==> src/rtl/eia_pkg.sv <==
package eia_pkg;
  typedef enum logic [1:0] {
    PS_CMD,
    PS_MASK,
    PS_READ,
    PS_DROP
  } port_st_e;

  localparam logic [7:0] OP_SET_MASK  = 8'h01;
  localparam logic [7:0] OP_READ_CLR  = 8'h02;
endpackage

==> src/rtl/eia_edge_detect.sv <==
module eia_edge_detect #(
  parameter int N_LINES = 32
) (
  input  logic               clk,
  input  logic               rst_n,
  input  logic [N_LINES-1:0] lines_i,
  output logic [N_LINES-1:0] rise_o,
  output logic [N_LINES-1:0] fall_o
);
  logic [N_LINES-1:0] meta_q;
  logic [N_LINES-1:0] sync_q;
  logic [N_LINES-1:0] prev_q;

  always_ff @(posedge clk or negedge rst_n) begin
    if (!rst_n) begin
      meta_q <= '0;
      sync_q <= '0;
      prev_q <= '0;
    end else begin
      meta_q <= lines_i;
      sync_q <= meta_q;
      prev_q <= sync_q;
    end
  end

  always_comb begin
    rise_o = sync_q & ~prev_q;
    fall_o = ~sync_q & prev_q;
  end

  // a detected rising edge means the line was high two edges earlier
  assert_sync_depth_R5: assert property (@(posedge clk) disable iff (!rst_n)
    ((rise_o & ~$past(lines_i, 2)) == '0));
  assert_sync_depth_fall_R5: assert property (@(posedge clk) disable iff (!rst_n)
    ((fall_o & $past(lines_i, 2)) == '0));
endmodule

==> src/rtl/eia_pend_bank.sv <==
module eia_pend_bank #(
  parameter int N_LINES = 32,
  localparam int NBYTES = N_LINES / 8
) (
  input  logic               clk,
  input  logic               rst_n,
  input  logic [N_LINES-1:0] rise_edge_i,
  input  logic [N_LINES-1:0] fall_edge_i,
  input  logic [N_LINES-1:0] rise_en_i,
  input  logic [N_LINES-1:0] fall_en_i,
  input  logic [NBYTES-1:0]  rise_clr_i,
  input  logic [NBYTES-1:0]  fall_clr_i,
  output logic [N_LINES-1:0] rise_vis_o,
  output logic [N_LINES-1:0] fall_vis_o
);
  logic [N_LINES-1:0] rise_q, rise_n;
  logic [N_LINES-1:0] fall_q, fall_n;
  logic [N_LINES-1:0] rise_set, fall_set;
  logic [N_LINES-1:0] rise_wipe, fall_wipe;

  for (genvar j = 0; j < NBYTES; j++) begin : g_wipe
    assign rise_wipe[8*j +: 8] = {8{rise_clr_i[j]}};
    assign fall_wipe[8*j +: 8] = {8{fall_clr_i[j]}};
  end

  always_comb begin
    rise_set   = rise_edge_i & rise_en_i;
    fall_set   = fall_edge_i & fall_en_i;
    rise_n     = (rise_q & ~rise_wipe) | rise_set;
    fall_n     = (fall_q & ~fall_wipe) | fall_set;
    rise_vis_o = rise_q & rise_en_i;
    fall_vis_o = fall_q & fall_en_i;
  end

  always_ff @(posedge clk or negedge rst_n) begin
    if (!rst_n) begin
      rise_q <= '0;
      fall_q <= '0;
    end else begin
      rise_q <= rise_n;
      fall_q <= fall_n;
    end
  end

  // a new rising flag needs its enable bit in the cycle it was raised
  assert_rise_gated_R3: assert property (@(posedge clk) disable iff (!rst_n)
    ((rise_q & ~$past(rise_q) & ~$past(rise_en_i)) == '0));
  // same gate on the falling side
  assert_fall_gated_R4: assert property (@(posedge clk) disable iff (!rst_n)
    ((fall_q & ~$past(fall_q) & ~$past(fall_en_i)) == '0));
  // a wiped byte holds no flag unless a new edge arrived with the wipe
  assert_wipe_clears_R8: assert property (@(posedge clk) disable iff (!rst_n)
    ((rise_q & $past(rise_wipe & ~rise_set)) == '0 &&
     (fall_q & $past(fall_wipe & ~fall_set)) == '0));
  // a set on the clearing edge is never lost
  assert_set_beats_wipe_R9: assert property (@(posedge clk) disable iff (!rst_n)
    ((~rise_q & $past(rise_set)) == '0 && (~fall_q & $past(fall_set)) == '0));
endmodule

==> src/rtl/eia_cmd_port.sv <==
module eia_cmd_port
  import eia_pkg::*;
#(
  parameter int N_LINES = 32,
  localparam int NBYTES = N_LINES / 8,
  localparam int NSLOTS = 2 * NBYTES,
  localparam int IDXW   = $clog2(NSLOTS + 1)
) (
  input  logic               clk,
  input  logic               rst_n,
  input  logic               frame_start_i,
  input  logic               rx_valid_i,
  input  logic [7:0]         rx_byte_i,
  input  logic               tx_req_i,
  input  logic [N_LINES-1:0] rise_vis_i,
  input  logic [N_LINES-1:0] fall_vis_i,
  output logic [N_LINES-1:0] rise_en_o,
  output logic [N_LINES-1:0] fall_en_o,
  output logic [NBYTES-1:0]  rise_clr_o,
  output logic [NBYTES-1:0]  fall_clr_o,
  output logic               tx_valid_o,
  output logic [7:0]         tx_byte_o
);
  port_st_e              st_q, st_n;
  logic [IDXW-1:0]       idx_q, idx_n;
  logic [8*NSLOTS-1:0]   shadow_q, shadow_n;
  logic [N_LINES-1:0]    rise_en_q, fall_en_q;
  logic [N_LINES-1:0]    new_rise, new_fall;
  logic [8*NSLOTS-1:0]   vis_slots;
  logic [NSLOTS-1:0]     slot_clr;
  logic [7:0]            sel_byte;
  logic                  commit;
  logic                  txv_q, txv_n;
  logic [7:0]            txb_q, txb_n;

  // interleave: even slot = rising byte, odd slot = falling byte of same lines
  for (genvar j = 0; j < NBYTES; j++) begin : g_slot
    assign vis_slots[16*j +: 8]     = rise_vis_i[8*j +: 8];
    assign vis_slots[16*j + 8 +: 8] = fall_vis_i[8*j +: 8];
    assign new_rise[8*j +: 8]       = shadow_n[16*j +: 8];
    assign new_fall[8*j +: 8]       = shadow_n[16*j + 8 +: 8];
    assign rise_clr_o[j]            = slot_clr[2*j];
    assign fall_clr_o[j]            = slot_clr[2*j + 1];
  end

  always_comb begin
    sel_byte = '0;
    for (int k = 0; k < NSLOTS; k++) begin
      if (idx_q == IDXW'(k)) sel_byte = vis_slots[8*k +: 8];
    end
  end

  always_comb begin
    st_n     = st_q;
    idx_n    = idx_q;
    shadow_n = shadow_q;
    commit   = 1'b0;
    txv_n    = 1'b0;
    txb_n    = '0;
    slot_clr = '0;
    if (frame_start_i) begin
      st_n  = PS_CMD;
      idx_n = '0;
    end else begin
      unique case (st_q)
        PS_CMD: begin
          if (rx_valid_i) begin
            idx_n = '0;
            if (rx_byte_i == OP_SET_MASK)      st_n = PS_MASK;
            else if (rx_byte_i == OP_READ_CLR) st_n = PS_READ;
            else                               st_n = PS_DROP;
          end
        end
        PS_MASK: begin
          if (rx_valid_i) begin
            for (int k = 0; k < NSLOTS; k++) begin
              if (idx_q == IDXW'(k)) shadow_n[8*k +: 8] = rx_byte_i;
            end
            if (idx_q == IDXW'(NSLOTS - 1)) begin
              commit = 1'b1;
              st_n   = PS_DROP;
            end else begin
              idx_n = idx_q + IDXW'(1);
            end
          end
        end
        PS_READ: begin
          if (tx_req_i) begin
            txv_n = 1'b1;
            txb_n = sel_byte;
            for (int k = 0; k < NSLOTS; k++) begin
              if (idx_q == IDXW'(k)) slot_clr[k] = 1'b1;
            end
            if (idx_q != IDXW'(NSLOTS)) idx_n = idx_q + IDXW'(1);
          end
        end
        default: ;
      endcase
    end
  end

  always_ff @(posedge clk or negedge rst_n) begin
    if (!rst_n) begin
      st_q      <= PS_CMD;
      idx_q     <= '0;
      shadow_q  <= '0;
      rise_en_q <= '0;
      fall_en_q <= '0;
      txv_q     <= 1'b0;
      txb_q     <= '0;
    end else begin
      st_q     <= st_n;
      idx_q    <= idx_n;
      shadow_q <= shadow_n;
      txv_q    <= txv_n;
      txb_q    <= txb_n;
      if (commit) begin
        rise_en_q <= new_rise;
        fall_en_q <= new_fall;
      end
    end
  end

  assign rise_en_o  = rise_en_q;
  assign fall_en_o  = fall_en_q;
  assign tx_valid_o = txv_q;
  assign tx_byte_o  = txb_q;

  // slot counter saturates one past the last slot
  assert_idx_bound_R10: assert property (@(posedge clk) disable iff (!rst_n)
    idx_q <= IDXW'(NSLOTS));
  // masks move only on the edge that accepts the final argument byte
  assert_mask_atomic_R12: assert property (@(posedge clk) disable iff (!rst_n)
    !$past(commit) |-> ($stable(rise_en_q) && $stable(fall_en_q)));
  // a reply byte only follows a request made in the read state
  assert_reply_origin_R11: assert property (@(posedge clk) disable iff (!rst_n)
    tx_valid_o |-> ($past(tx_req_i) && $past(st_q == PS_READ)));
endmodule

==> src/rtl/edge_irq_hub.sv <==
module edge_irq_hub #(
  parameter int N_LINES = 32,
  localparam int NBYTES = N_LINES / 8
) (
  input  logic               clk,
  input  logic               rst_n,
  input  logic [N_LINES-1:0] lines_i,
  input  logic               frame_start_i,
  input  logic               rx_valid_i,
  input  logic [7:0]         rx_byte_i,
  input  logic               tx_req_i,
  output logic               tx_valid_o,
  output logic [7:0]         tx_byte_o,
  output logic               irq_n_o
);
  logic [1:0]         rst_sync_q;
  logic               rst_int_n;
  logic [N_LINES-1:0] rise_edge, fall_edge;
  logic [N_LINES-1:0] rise_en, fall_en;
  logic [N_LINES-1:0] rise_vis, fall_vis;
  logic [NBYTES-1:0]  rise_clr, fall_clr;

  always_ff @(posedge clk or negedge rst_n) begin
    if (!rst_n) rst_sync_q <= '0;
    else        rst_sync_q <= {rst_sync_q[0], 1'b1};
  end
  assign rst_int_n = rst_sync_q[1];

  eia_edge_detect #(.N_LINES(N_LINES)) i_detect (
    .clk     (clk),
    .rst_n   (rst_int_n),
    .lines_i (lines_i),
    .rise_o  (rise_edge),
    .fall_o  (fall_edge)
  );

  eia_pend_bank #(.N_LINES(N_LINES)) i_bank (
    .clk         (clk),
    .rst_n       (rst_int_n),
    .rise_edge_i (rise_edge),
    .fall_edge_i (fall_edge),
    .rise_en_i   (rise_en),
    .fall_en_i   (fall_en),
    .rise_clr_i  (rise_clr),
    .fall_clr_i  (fall_clr),
    .rise_vis_o  (rise_vis),
    .fall_vis_o  (fall_vis)
  );

  eia_cmd_port #(.N_LINES(N_LINES)) i_port (
    .clk           (clk),
    .rst_n         (rst_int_n),
    .frame_start_i (frame_start_i),
    .rx_valid_i    (rx_valid_i),
    .rx_byte_i     (rx_byte_i),
    .tx_req_i      (tx_req_i),
    .rise_vis_i    (rise_vis),
    .fall_vis_i    (fall_vis),
    .rise_en_o     (rise_en),
    .fall_en_o     (fall_en),
    .rise_clr_o    (rise_clr),
    .fall_clr_o    (fall_clr),
    .tx_valid_o    (tx_valid_o),
    .tx_byte_o     (tx_byte_o)
  );

  assign irq_n_o = ~(|rise_vis | |fall_vis);

  // with both masks zero the interrupt line cannot be active
  assert_irq_needs_enable_R6: assert property (@(posedge clk) disable iff (!rst_int_n)
    (rise_en == '0 && fall_en == '0) |-> irq_n_o);
  // reply byte is zero whenever it is not valid
  assert_idle_reply_R1: assert property (@(posedge clk) disable iff (!rst_int_n)
    !tx_valid_o |-> (tx_byte_o == 8'h00));
endmodule

==> config.mk <==
export PLATFORM = sky130hd
export DESIGN_NAME = edge_irq_hub
export DESIGN_NICKNAME = d
export VERILOG_FILES = /design/src/rtl/eia_pkg.sv /design/src/rtl/eia_edge_detect.sv /design/src/rtl/eia_pend_bank.sv /design/src/rtl/eia_cmd_port.sv /design/src/rtl/edge_irq_hub.sv
export SDC_FILE = /design/constraint.sdc
export NUM_CORES = 1
export LEC_CHECK = 0
export BUFFER_PORTS_ARGS = -buffer_cell sky130_fd_sc_hd__buf_2
export CAP_MARGIN = 20
export CELL_PAD_IN_SITES_DETAIL_PLACEMENT = 0
export CELL_PAD_IN_SITES_GLOBAL_PLACEMENT = 2
export CORE_MARGIN = 1.5
export CORE_UTILIZATION = 30
export DETAILED_ROUTE_END_ITERATION = 10
export PLACE_DENSITY = 0.61
export SYNTH_ARGS = -nofsm -noshare
export SYNTH_HDL_FRONTEND = slang
export SYNTH_HIERARCHICAL = 1
export SYNTH_SLANG_ARGS = --single-unit
==> constraint.sdc <==
create_clock -name clk -period 8.75 [get_ports clk]
set_input_delay 0.4375 -clock clk [delete_from_list [all_inputs] [get_ports clk]]
set_output_delay 0.4375 -clock clk [all_outputs]
set_load 0.01 [all_outputs]
* Word level (Yosys, flattened, before mapping)
Cells that the tools add are included.
W data, S select, Z words.
** Word-level totals
- Register bits after elaboration :: 305
- Output and inout bits :: 10
** Cells by class
- Add/subtract/negate cells :: 1
- Equality and inequality tests :: 18
- Muxes and demuxes :: 53
- Bitwise logic cells :: 16
- Reduce and logical (&&, ||, !) cells :: 8
** Operators by type and width (number)
- $and A32 B32 Y32 :: 8
- $mux W64 :: 3
- $mux W8 :: 22
- $not A32 Y32 :: 4
- $or A32 B32 Y32 :: 2
- $reduce_or A32 Y1 :: 2
- $mux W4 :: 6
- $eq A4 B3 Y1 const B :: 4
- $mux W1 :: 15
- $ne A3 B3 Y1 const B :: 4
- $pmux W4 S3 :: 1
- $mux W2 :: 5
- $eq A4 B2 Y1 const B :: 2
- $eq A8 B1 Y1 const B :: 1
- $eq A8 B2 Y1 const B :: 1
- $ne A3 B2 Y1 const B :: 2
- $reduce_and A6 Y1 :: 1
- $add A4 B1 Y4 const B :: 1
- $eq A4 B1 Y1 const B :: 1
- $logic_not A4 Y1 :: 1
- $ne A4 B4 Y1 const B :: 1
- $pmux W2 S2 :: 1
- $reduce_and A4 Y1 :: 1
- $reduce_bool A4 Y1 :: 1
- other kinds (6) :: 6

* Depth between registers and ports, before layout
Gate-level depths: netlist (run 1).
- Word-level depth :: 12
- Mapped depth :: 8
- Depth with buffers taken out :: 7

* By module
Netlist (run 1), hierarchy kept.
** By module, submodules not included
- eia_cmd_port :: times used 1, cells each 490, area each 6113.4 sq um
- eia_edge_detect :: times used 1, cells each 160, area each 2962.8 sq um
- eia_pend_bank :: times used 1, cells each 320, area each 2802.7 sq um
- edge_irq_hub :: times used 1, cells each 24, area each 197.7 sq um

* Worst setup path after synthesis (run 1)
Ideal clock, no wire load.
- Path kind :: reg-to-reg
- Start :: register i_port.st_q[1]
- End :: register i_port.rise_en_q[24] (netlist: i_port/rise_en_o[24])
- Arrival :: 1.829 ns
- Required time :: 8.625 ns
- Path slack :: 6.796 ns
- Stages on the path, launching flop included :: 9
- Path buffers :: 2
- Period minus slack after synthesis :: 1.954 ns
- Cell sequence :: dfrtp_1 > inv_1 > ha_1 > and3b_1 > buf_6 > and3_4 > buf_6 > mux2_4 > mux2_4
** Between the ends
- Word-level cells in the longest chain between the ends :: 3
** RTL lines
- start: declaration :: RTL line eia_cmd_port.sv:24 : port_st_e st_q, st_n;
- start signal: assignment :: RTL line eia_cmd_port.sv:112 : st_q <= st_n;
- $eq A2 B1 Y1 :: RTL line eia_cmd_port.sv:65 : unique case (st_q)
- $mux W64 :: RTL line eia_cmd_port.sv:65
- $mux W64 :: RTL line eia_cmd_port.sv:61 : if (frame_start_i) begin
- net i_port.shadow_n[48] :: RTL line eia_cmd_port.sv:26 : logic [8*NSLOTS-1:0] shadow_q, shadow_n;
- end signal: assignment :: RTL line eia_cmd_port.sv:118 : rise_en_q <= new_rise;
- end: declaration :: RTL line eia_cmd_port.sv:27 : logic [N_LINES-1:0] rise_en_q, fall_en_q;
The timed path passes the listed nets, and every way through them passes these cells.
A chain may end at the register's enable or synchronous reset.

* Worst setup path after layout (run 1)
- Start :: register i_port.idx_q[0]
- End :: register i_port.fall_en_q[11] (netlist: i_port/fall_en_o[11])
** Between the ends
- Word-level cells in the longest chain between the ends :: 5
** RTL lines
- start: declaration :: RTL line eia_cmd_port.sv:25 : logic [IDXW-1:0] idx_q, idx_n;
- start signal: assignment :: RTL line eia_cmd_port.sv:113 : idx_q <= idx_n;
- $eq A4 B2 Y1 or $eq A4 B3 Y1 (tied branches) :: RTL line eia_cmd_port.sv:77, eia_cmd_port.sv:79
- $mux W8 or $mux W1 (tied branches) :: RTL line eia_cmd_port.sv:77, eia_cmd_port.sv:79
- $mux W64 or $mux W1 (tied branches) :: RTL line eia_cmd_port.sv:75 : if (rx_valid_i) begin
- $mux W64 or $mux W1 (tied branches) :: RTL line eia_cmd_port.sv:65
- $mux W64 or $mux W1 (tied branches) :: RTL line eia_cmd_port.sv:61
- end signal: assignment :: RTL line eia_cmd_port.sv:119 : fall_en_q <= new_fall;
- end: declaration :: RTL line eia_cmd_port.sv:27
Parallel ways exist; a longest one is shown, timed or not.

==> results of run 1 <==
-- cells in the mapped netlist, types with 9 or more instances --
master    count
nand2_1     116
a21oi_1      17
mux2_4       16
and2b_2      64
mux2_2       88
nor2b_1       9
a211oi_1     18
dfrtp_1     297
inv_1        69
or2_2        13
nor4_1       16
o21ai_0      80
clkbuf_1     14
and2_1       64
-- how the worst max path moves through the flow --
stage / cells after the start / start / slack (ns) / endpoint
floorplan: 0 / rst_sync_q[1] / 3.89 / i_bank/fall_q[0]
global placement: 5 / i_port/idx_q[0] / 4.94 / i_port/rise_en_o[17]
detailed placement: 5 / i_port/idx_q[0] / 4.84 / i_port/rise_en_o[23]
CTS: 5 / i_port/idx_q[0] / 4.85 / i_port/fall_en_o[14]
global route: 5 / i_port/idx_q[0] / 4.51 / i_port/fall_en_o[11]
finish: 5 / i_port/idx_q[0] / 4.87 / i_port/fall_en_o[11]
-- logic make-up after synthesis --
family,after synthesis,share of synthesized area [%]
AOI/OAI and AO/OA,158,7.83
muxes,105,10.3
DFF,297,61.5
buffers and inverters,100,3.46
and+or+nand+nor,326,16.1
adders and majority gates,7,0.725
other,1,0.0311
-- cell usage in the layout (no fill, tap or decap), drive strengths merged, types with 2 or more instances in the layout --
| master | n |
|---|---|
| o22ai | 8 |
| nor2b | 9 |
| nand4b | 3 |
| nand4 | 4 |
| and2b | 65 |
| dlygate4sd3 | 33 |
| a22oi | 8 |
| a21oi | 17 |
| a311oi | 2 |
| or2 | 13 |
| and3 | 7 |
| a211oi | 18 |
| mux2 | 104 |
| o21ai | 80 |
| inv | 69 |
| and2 | 64 |
| o2bb2ai | 8 |
| ha | 7 |
| clkbuf | 53 |
| a22o | 2 |
| a31o | 2 |
| nand3 | 5 |
| a31oi | 8 |
| buf | 59 |
| dfrtp | 297 |
| bufinv | 5 |
| clkinv | 4 |
| nand3b | 5 |
| nand2 | 116 |
| nor4 | 18 |
| nor2 | 11 |
| nand2b | 3 |
| o31ai | 2 |
-- metrics by stage --
step / hold slack [ns] / setup WS [ns]
detailed placement: 0.226 / 4.84
CTS: 0.155 / 4.85
finish: 0.178 / 4.87
floorplan: 0.142 / 3.89
global route: 0.186 / 4.51
global placement: 0.224 / 4.94
-- worst reg2reg max path, stage by stage, from the launching register on --
cell and delay [ns]:
dfrtp_1 0.39, ha_1 0.69, nand3b_1 0.64, nor2_4 1.00, buf_4 0.59, mux2_2 0.45
-- power groups by stage --
| stage | clock network (mW) | registers (mW) | logic, mW |
|---|---|---|---|
| 6_report | 1.59 | 1.50 | 0.197 |
| 5_1_grt | 1.71 | 1.52 | 0.224 |
| 4_1_cts | 1.65 | 1.51 | 0.199 |
| 3_5_place_dp | 0 | 1.53 | 0.186 |
| 3_3_place_gp | 0 | 1.53 | 0.186 |
| 2_1_floorplan | 0 | 1.53 | 0.115 |
-- layer usage --
layer | vias up | track usage [%] | routed length, um
li1 | 3543 | - | -
met3 | 43 | 2.75 | 1190
met4 | 0 | 5.69 | 701
met2 | 133 | 23.8 | 13800
met1 | 3730 | 22.5 | 15200
met5 | - | 0 | 0
-- sequential cells by signal (all words and copies together) (netlist names) --
register	flops
i_port/tx_valid_o	1
i_port/idx_q	4
i_detect/sync_q	32
i_port/shadow_q	56
i_port/tx_byte_o	8
i_bank/rise_q	32
i_bank/fall_q	32
rst_sync_q	2
i_port/rise_en_o	32
i_detect/meta_q	32
i_detect/prev_q	32
i_port/fall_en_o	32
i_port/st_q	2
-- area by class of cell --
| cell class | instances | share of cell area [%] |
|---|---|---|
| sequential | 297 | 51.1 |
| multi-input combinational | 597 | 29.1 |
| clock buffer | 53 | 7.55 |
| timing repair buffer | 92 | 4.66 |
| tap | 525 | 4.52 |
| inverter | 69 | 1.78 |
| clock inverter | 9 | 1.27 |
| antenna | 1 | 0.0172 |
-- timing repair --
action | CTS | global route
hold endpoints to repair | 34 | 0
hold buffers | 33 | 0
gates resized for setup | 0 | 0
==> impl_metrics.yaml, run 1 <==
run_status:
  status: "finished clean"
global_route:
  grt_pass1_vias: 7680
  grt_first_pass_wirelength_mm: 48.1
  grt_usage_pct: 15.7
  grt_max_degree: 157
  grt_antenna_before_repair: 0
  gr-total-overflow: 0
floorplan:
  row_count: 73
  dieWidth_um: 204
  start_util_pct: 30.4
  die_h_um: 204
  dieArea_sq_um: 41500
  coreArea_sq_um: 39700
  io_pins: 55
setup_path:
  r2r_end: "i_port/fall_en_o[11]"
  rr_worst_depth: 5
  setup.worst_path.class: "register to register"
  crit_path_start_kind: "register"
  critPathBufInv: 1
  crit_path_max_fanout: 36
  cp.required_ns: 9.16
  critical_path.cell_chain: "ha_1 > nand3b_1 > nor2_4 > buf_4 > mux2_2"
  worstSetupEndpointType: "register"
  r2r-start: "i_port/idx_q[0]"
  slowest_stage: "nor2_4"
  arrival_ns: 4.29
  rrSetupSlack_ns: 4.87
  max_stage_delay_ns: 0.99
  crit_family: "simple AND/OR/NAND/NOR gates"
yosys:
  yosysTopAreaCell: "dfrtp_1"
  async_flop_share_pct: 100
  yosys_warnings: 6
  ys_types: 49
  syn-cell-area_sq_um: 12100
  avgSynthCellArea_sq_um: 12.1
  ys_top_cells_by_area: "dfrtp_1 (62%), mux2_2 (8.2%), and2b_2 (4.6%)"
  ys_seq_area_share_pct: 61.5
  synth_fp_nets: 1046
  postSynth.topFlopCell: "dfrtp_1"
  synthCells: 994
  ys_ff_latch: 297
  synth_enable_flop_cells: 0
  synth_top_area_share_pct: 61.5
worst_hold_path:
  min_path_cells: 2
  worst_hold_path.endpoint: "i_port/st_q[0]"
  hp-start: "frame_start_i"
  hold_path_class: "primary input to register"
drt:
  drt_iter0_drc: 450
  firstDrtPassIters: 6
  totalWireLength_mm: 31.0
  avgRoutedWirePerCell_um: 18.8
  drc: 0
  vias_per_cell: 4.53
  vias: 7449
  ant_nets: 0
clocking:
  clk_latency_ns: 0.54
  cts_sinks: 297
  postCtsSetupBuffers: 0
  clk_pin_slew_ns: 0.06
  cts_tree: "built"
  htree_num_levels: 2
  clk_path_buf_depth: 3
  cts_buffers: 36
  root_buffer: "clkbuf_16"
placed_design:
  postPlaceCellArea_sq_um: 12900
  port_buffers: 54
  place_congestion: 0.897
  dpl.hpwl_mm: 20.5
  dp_cells: 1545
sta:
  slew_headroom_pct: 30.5
  fin_crit_ns: 3.88
  worstMarginPinSlew_ns: 1.04
  rsz0062_at_grt: "false"
  max_freq_mhz: 258
  fin_setup_tns_ns: 0
  period_share_pct: 44.4
  hold_violations: 0
  setup_viol: 0
  drv_slew: 0
  clock_skew_ns: 0.0193
power:
  netSwitchingFraction_pct: 21.9
  p_int_mw: 2.57
  clkPwrFrac_pct: 48.3
  p_per_area_nw_per_um2: 226
  p_sw_mw: 0.722
  power_mw: 3.29
  leakage_nw: 6.89
  worst_ir_drop_vdd_v: 0.000111
  comb_power_share_pct: 6.0
  seq_power_share_pct: 45.7
layout:
  areaGrowthSynthToFinish_pct: 20.4
  fin_area_sq_um: 14500
  drive_gt1_share_pct: 27.9
  final_util_pct: 36.6
  multi_input_area_sq_um: 4230
  num-nets-final: 1145
  nFillCells: 3881
  final_cells: 1643
  seqCellArea_sq_um: 7440
run:
  drv_cap: 0
No activity file was read; power rests on OpenSTA's default activity.
==> inputs of run 2 (changes only) <==
--- a/config.mk
+++ b/config.mk
@@ -5,6 +5,7 @@
 export SDC_FILE = /design/constraint.sdc
 export NUM_CORES = 1
 export LEC_CHECK = 0
+export ABC_AREA = 1
 export BUFFER_PORTS_ARGS = -buffer_cell sky130_fd_sc_hd__buf_2
 export CAP_MARGIN = 20
 export CELL_PAD_IN_SITES_DETAIL_PLACEMENT = 0
@@ -12,7 +13,7 @@
 export CORE_MARGIN = 1.5
 export CORE_UTILIZATION = 30
 export DETAILED_ROUTE_END_ITERATION = 10
-export PLACE_DENSITY = 0.61
+export PLACE_DENSITY = 0.63
 export SYNTH_ARGS = -nofsm -noshare
 export SYNTH_HDL_FRONTEND = slang
 export SYNTH_HIERARCHICAL = 1
==> constraint.sdc (replaced) <==
create_clock -name clk -period 3.74 [get_ports clk]
set_input_delay 0.187 -clock clk [delete_from_list [all_inputs] [get_ports clk]]
set_output_delay 0.187 -clock clk [all_outputs]
set_load 0.01 [all_outputs]
==> run 2 against run 1 <==
Fmax is 66% higher. Clock power up 120%. Flip-flop and latch count unchanged. Utilization up 0.050 points. Clock-buffer cell count unchanged. Register-to-register slack got worse by 3.5 ns. Via count rose by 10%. Power grew 140%. Worst setup slack got worse by 3.5 ns. Combinational power increased to 3.2 times the previous value. Largest power group is now registers. Highest routed layer unchanged.
==> impl_metrics.yaml, run 2 <==
sta:
  fin_setup_tns_ns: 0
  max_freq_mhz: 427
  setup_viol: 0
  slew_headroom_pct: 40.7
  worstMarginPinSlew_ns: 0.890
  rsz0062_at_grt: "false"
  period_share_pct: 62.6
  clock_skew_ns: 0.0122
  hold_violations: 0
  drv_slew: 0
  fin_crit_ns: 2.34
floorplan:
  coreArea_sq_um: 39700
  io_pins: 55
  dieArea_sq_um: 41500
  die_h_um: 204
  row_count: 73
  start_util_pct: 30.4
  dieWidth_um: 204
yosys:
  synth_adder_area_share_pct: 0.725
  yosysMostFrequentCell: "nand2_1"
  yosys_warnings: 6
  ys_seq_area_share_pct: 61.5
  async_flop_share_pct: 100
  yosys.area_share.simple_pct: 21.0
  yosysTopAreaCell: "dfrtp_1"
  synth_top_area_share_pct: 61.5
  muxShareOfSynthArea_pct: 5.22
  ys_types: 33
  ys_ff_latch: 297
  postSynth.topFlopCell: "dfrtp_1"
  ys_top_cells_by_count: "nand2_1 (409), dfrtp_1 (297), inv_1 (183), nor2_1 (118), mux2_2 (56)"
  synth_top_family_by_area: "simple AND/OR/NAND/NOR gates"
  avgSynthCellArea_sq_um: 9.43
  synth_xor_area_share_pct: 0.0725
  synth_fp_nets: 1334
  synth_enable_flop_cells: 0
  ys_top_cells_by_area: "dfrtp_1 (61%), nand2_1 (13%), inv_1 (5.7%)"
  synth_compound_area_share_pct: 3.67
  synthCells: 1282
  syn-cell-area_sq_um: 12100
global_route:
  grt_first_pass_wirelength_mm: 49.8
  grt_max_degree: 66
  gr-total-overflow: 0
  grt_antenna_before_repair: 3
  grt_usage_pct: 15.9
  grt_pass1_vias: 8526
clocking:
  cts_sinks: 297
  cts_buffers: 37
  htree_num_levels: 2
  postCtsSetupBuffers: 0
  clk_pin_slew_ns: 0.06
  clk_path_buf_depth: 3
  clk_latency_ns: 0.52
  root_buffer: "clkbuf_16"
  cts_tree: "built"
setup_path:
  rr_worst_depth: 8
  max_stage_delay_ns: 0.46
  setup.worst_path.class: "register to register"
  cp.required_ns: 4.14
  crit_path_start_kind: "register"
  worstSetupEndpointType: "register"
  critical_path.cell_chain: "inv_1 > ha_1 > inv_1 > nor2_4 > nand2_2 > nand2_1 > o21ai_0 > mux2_2"
  critPathMostFrequentCell: "inv_1"
  crit_family: "simple AND/OR/NAND/NOR gates"
  crit_path_max_fanout: 16
  critPathBufInv: 2
  path_depth: 8
  slowest_stage: "ha_1"
  arrival_ns: 2.74
layout:
  multi_input_area_sq_um: 3720
  largest_reg_flops: 56
  final_cell_mix: "nand2_1 (409), dfrtp_1 (296), inv_1 (183)"
  antennaDiodeCount: 0
  num-nets-final: 1454
  areaGrowthSynthToFinish_pct: 20.5
  drive_gt1_share_pct: 14.4
  layout_commonest_cell: "nand2_1"
  nFillCells: 4068
  top_register: "i_port/shadow_q"
  seqCellArea_sq_um: 7440
drt:
  drt-met1-wl_mm: 15.0
  firstDrtPassIters: 5
  drc: 0
  drt_iter0_drc: 477
  ant_nets: 0
  avgRoutedWirePerCell_um: 15.9
  top_layer: "met4"
  totalWireLength_mm: 31.0
  wl_met3_mm: 1.16
  dr_wl_met2_mm: 14.0
  vias: 8221
  vias_per_cell: 4.21
power:
  leakage_nw: 7.65
  power_mw: 7.78
  p_per_area_nw_per_um2: 534
  worst_ir_drop_vdd_v: 0.000236
worst_hold_path:
  hold_path_class: "primary input to register"
  min_path_cells: 4
run_status:
  status: "finished clean"
placed_design:
  place_congestion: 0.785
  port_buffers: 54
  dpl.hpwl_mm: 21.1
run:
  drv_cap: 0
[run 2: changes by cell type after synthesis, sizes merged, moves of 9 or more]
| cell | delta |
|---|---|
| and2b | -65 |
| inv | +127 |
| clkbuf | -11 |
| nor2b | -9 |
| and2 | -61 |
| nor2 | +112 |
| or2 | -13 |
| nand4 | +18 |
| nor4 | -17 |
| nand3 | +25 |
| mux2 | -48 |
| a21oi | -9 |
| nand2 | +299 |
| a211oi | -18 |
[run 2: tightest hold or removal path, stage by stage]
cell and delay (ns):
buf_2 0.13, nand3b_1 0.09, nand2_1 0.11, o21ai_0 0.10
[run 2: per-stage QoR]
step	instance area, sq um	util (%)	hold WS [ns]	setup WS [ns]	instances
3_3_place_gp	13000	32.6	-0.0268	1.53	1845
4_1_cts	14600	36.6	0.0904	1.34	1951
3_5_place_dp	13000	32.6	-0.0260	1.43	1845
2_1_floorplan	12100	-	-0.109	0.783	1282
6_report	14600	36.6	0.139	1.40	1951
5_1_grt	14600	36.6	0.156	1.16	1951
[run 2: what timing repair did]
action / 4_1_cts / 5_1_grt
hold buffers: 43 / 0
resized for setup: 0 / 0
endpoints found under the hold margin: 43 / 0
[run 2: kinds of logic after synthesis]
kind of cell	Yosys count
and+or+nand+nor	608
xor gates and xnor gates	1
muxes	56
other	1
adders and majority gates	7
buffers and inverters	224
DFF	297
AOI/OAI and AO/OA	88
[run 2: power breakdown]
group	total (mW)	internal [mW]	switching, mW
clock	3.47	2.14	1.33
combinational	0.629	0.230	0.399
sequential	3.68	3.54	0.147
[run 2: final cells by class]
cell class	count	share of cell area [%]
clock inverter	10	0.859
sequential	297	51.1
inverter	198	5.17
multi-input combinational	761	25.5
tap	525	4.51
clock buffer	53	7.18
timing repair buffer	107	5.67
[run 2: per-layer routing]
| metal | vias to the layer above | GRT usage, % |
|---|---|---|
| met5 | - | 0 |
| met4 | 0 | 5.56 |
| met3 | 47 | 2.57 |
| met2 | 134 | 25.3 |
| met1 | 3875 | 21.8 |
| li1 | 4165 | - |
[run 2: final timing paths]
check | startpoint | end | slack [ns]
setup / recovery | i_port/idx_q[0] | i_port/rise_en_o[21] | 1.40
hold / removal | rx_valid_i | i_port/st_q[0] | 0.14
setup reg to reg | i_port/idx_q[0] | i_port/rise_en_o[21] | 1.40
hold reg to reg | i_detect/meta_q[19] | i_detect/sync_q[19] | 0.35
max in group asynchronous | rst_sync_q[1] | i_port/fall_en_o[30] | 2.38
min in group asynchronous | rst_sync_q[1] | i_detect/meta_q[19] | 0.45
==> inputs of run 3 (changes only) <==
--- a/config.mk
+++ b/config.mk
@@ -13,7 +13,7 @@
 export CORE_MARGIN = 1.5
 export CORE_UTILIZATION = 30
 export DETAILED_ROUTE_END_ITERATION = 10
-export PLACE_DENSITY = 0.63
+export PLACE_DENSITY = 0.66
 export SYNTH_ARGS = -nofsm -noshare
 export SYNTH_HDL_FRONTEND = slang
 export SYNTH_HIERARCHICAL = 1
==> constraint.sdc (replaced) <==
create_clock -name clk -period 1.91 [get_ports clk]
set_input_delay 0.0955 -clock clk [delete_from_list [all_inputs] [get_ports clk]]
set_output_delay 0.0955 -clock clk [all_outputs]
set_load 0.01 [all_outputs]
==> run 3 against run 2 <==
The run now ends with setup timing left. Register-to-register slack lost 1.3 ns. Combinational power increased by 130%. Critical path depth grew 2. Clock skew down 0.00097 ns. Via count grew 3.1%. Worst setup slack worse by 1.4 ns. Largest power group unchanged. Critical endpoint is now irq_n_o.
==> impl_metrics.yaml, run 3 (synthesis results as in run 2) <==
drt:
  totalWireLength_mm: 31.1
  firstDrtPassIters: 7
  ant_nets: 0
  drt_iter0_drc: 478
  vias: 8473
  vias_per_cell: 4.22
  drc: 0
  avgRoutedWirePerCell_um: 15.5
placed_design:
  dpl.hpwl_mm: 20.9
  place_congestion: 0.766
  dp_cells: 1867
  port_buffers: 54
run_status:
  violations: "setup timing"
  status: "finished, violations left"
layout:
  nFillCells: 4014
  drive_gt1_share_pct: 22.4
  areaGrowthSynthToFinish_pct: 26.1
  layout_commonest_cell: "nand2_1"
  top_register: "i_port/shadow_q"
  num-nets-final: 1513
  final_cells: 2009
  largest_reg_flops: 56
  final_cell_mix: "nand2_1 (380), dfrtp_1 (296), inv_1 (161)"
  antennaDiodeCount: 0
  final_util_pct: 38.4
sta:
  fin_setup_tns_ns: -0.0112
  hold_ws_ns: 0.0535
  drv_slew: 0
  max_freq_mhz: 521
  worstMarginPinSlew_ns: 0.632
  slew_headroom_pct: 57.8
  period_share_pct: 101
  hold_violations: 0
  worst_slack_ns: -0.0112
  rsz0062_at_grt: "true"
  fin_crit_ns: 1.92
  setup_viol: 1
  clock_skew_ns: 0.0113
power:
  p_sw_mw: 3.73
  p_per_area_nw_per_um2: 984
  worst_ir_drop_vdd_v: 0.000569
  clkPwrFrac_pct: 42.4
  p_int_mw: 11.3
  seq_power_share_pct: 48.2
  leakage_nw: 7.98
  netSwitchingFraction_pct: 24.9
  comb_power_share_pct: 9.5
  power_mw: 15.0
floorplan:
  dieWidth_um: 204
  io_pins: 55
  die_h_um: 204
  dieArea_sq_um: 41500
  row_count: 73
  start_util_pct: 30.4
  coreArea_sq_um: 39700
global_route:
  grt_first_pass_wirelength_mm: 49.2
  grt_usage_pct: 15.7
  gr-total-overflow: 0
  grt_max_degree: 51
  grt_antenna_before_repair: 0
  grt_pass1_vias: 8557
clocking:
  clk_latency_ns: 0.54
  clk_pin_slew_ns: 0.06
  cts_buffers: 36
  htree_num_levels: 2
  root_buffer: "clkbuf_16"
  cts_tree: "built"
  clk_path_buf_depth: 3
  cts_sinks: 297
setup_path:
  max_stage_delay_ns: 0.39
  critical_path.cell_chain: "nand2_2 > inv_2 > inv_1 > nand2_2 > nor2_1 > nand2_2 > nor2_4 > nand2_2 > nor2_4 > buf_6"
  worstSetupEndpointType: "output pin"
  arrival_ns: 1.83
  cp.required_ns: 1.81
  crit_path_max_fanout: 2
  slowest_stage: "dfrtp_1"
  setup.worst_path.class: "register to output pin"
  critPathMostFrequentCell: "nand2_2"
  crit_path_start_kind: "register"
run:
  drv_cap: 0
worst_hold_path:
  hold_path_class: "primary input to register"
[run 3: cell count changes in the layout (fill, tap and decap cells not counted), sizes merged]
cell,previous run,this run
clkbuf,53,55
buf,64,124
bufinv,3,0
clkinvlp,0,1
clkinv,9,7
[run 3: critical path: cells and delay by family, from the launching register on]
kind                   cells  cell delay, ns
DFF                        1            0.39
and+or+nand+nor            7            0.68
buffers and inverters      3            0.22
[run 3: path summary, 6_finish.rpt]
path / start / endpoint / slack [ns] / cells after the start
setup reg to reg: i_port/st_q[1] / i_port/fall_en_o[7] / 0.10 / 9
hold reg to reg: rst_sync_q[1] / i_detect/sync_q[18] / 0.21 / 0
min in group asynchronous: rst_sync_q[1] / i_detect/sync_q[18] / 0.21 / 0
max in group asynchronous: rst_sync_q[1] / i_detect/prev_q[15] / 0.84 / 2
setup / recovery: i_bank/rise_q[11] / irq_n_o / -0.01 / 10
hold / removal: rx_valid_i / i_port/st_q[1] / 0.05 / 4
[run 3: area by class of cell]
class / instances / area [sq um] / area share (%)
multi-input combinational: 761 / 3920 / 25.7
inverter: 198 / 763 / 5.01
timing repair buffer: 167 / 1380 / 9.06
clock buffer: 55 / 1050 / 6.91
tap: 525 / 657 / 4.31
clock inverter: 6 / 32.5 / 0.213
sequential: 297 / 7440 / 48.8
[run 3: per-stage QoR]
stage          worst slack [ns]  cell area [sq um]
2_1_floorplan             -1.05              12100
3_3_place_gp             0.0916              13200
3_5_place_dp             0.0502              13200
4_1_cts                  -0.118              14900
5_1_grt                  -0.130              15200
6_report                -0.0112              15200
[run 3: what timing repair did]
action	CTS	global route
hold buffers	43	0
endpoints found under the hold margin	48	0
buffers inserted	16	24
pin swaps	13	36
resized for setup	18	73
setup endpoints to repair	1	48
[run 3: power groups by stage]
stage                     clock, mW  combinational, mW  sequential (mW)
after detailed placement          0               1.31             7.31
after global routing           6.89               1.65             7.30
after global placement            0               1.28             7.29
after floorplan                   0              0.781             7.32
final                          6.35               1.42             7.22
after CTS                      6.61               1.38             7.21
[run 3: layer usage]
layer  global-route usage (%)  vias to the layer above  wire length [um]
li1                         -                     4297                 -
met1                     21.9                     4020             15500
met2                     24.6                      109             14000
met3                     3.16                       47              1020
met4                     4.39                        0               623
met5                        0                        -                 0
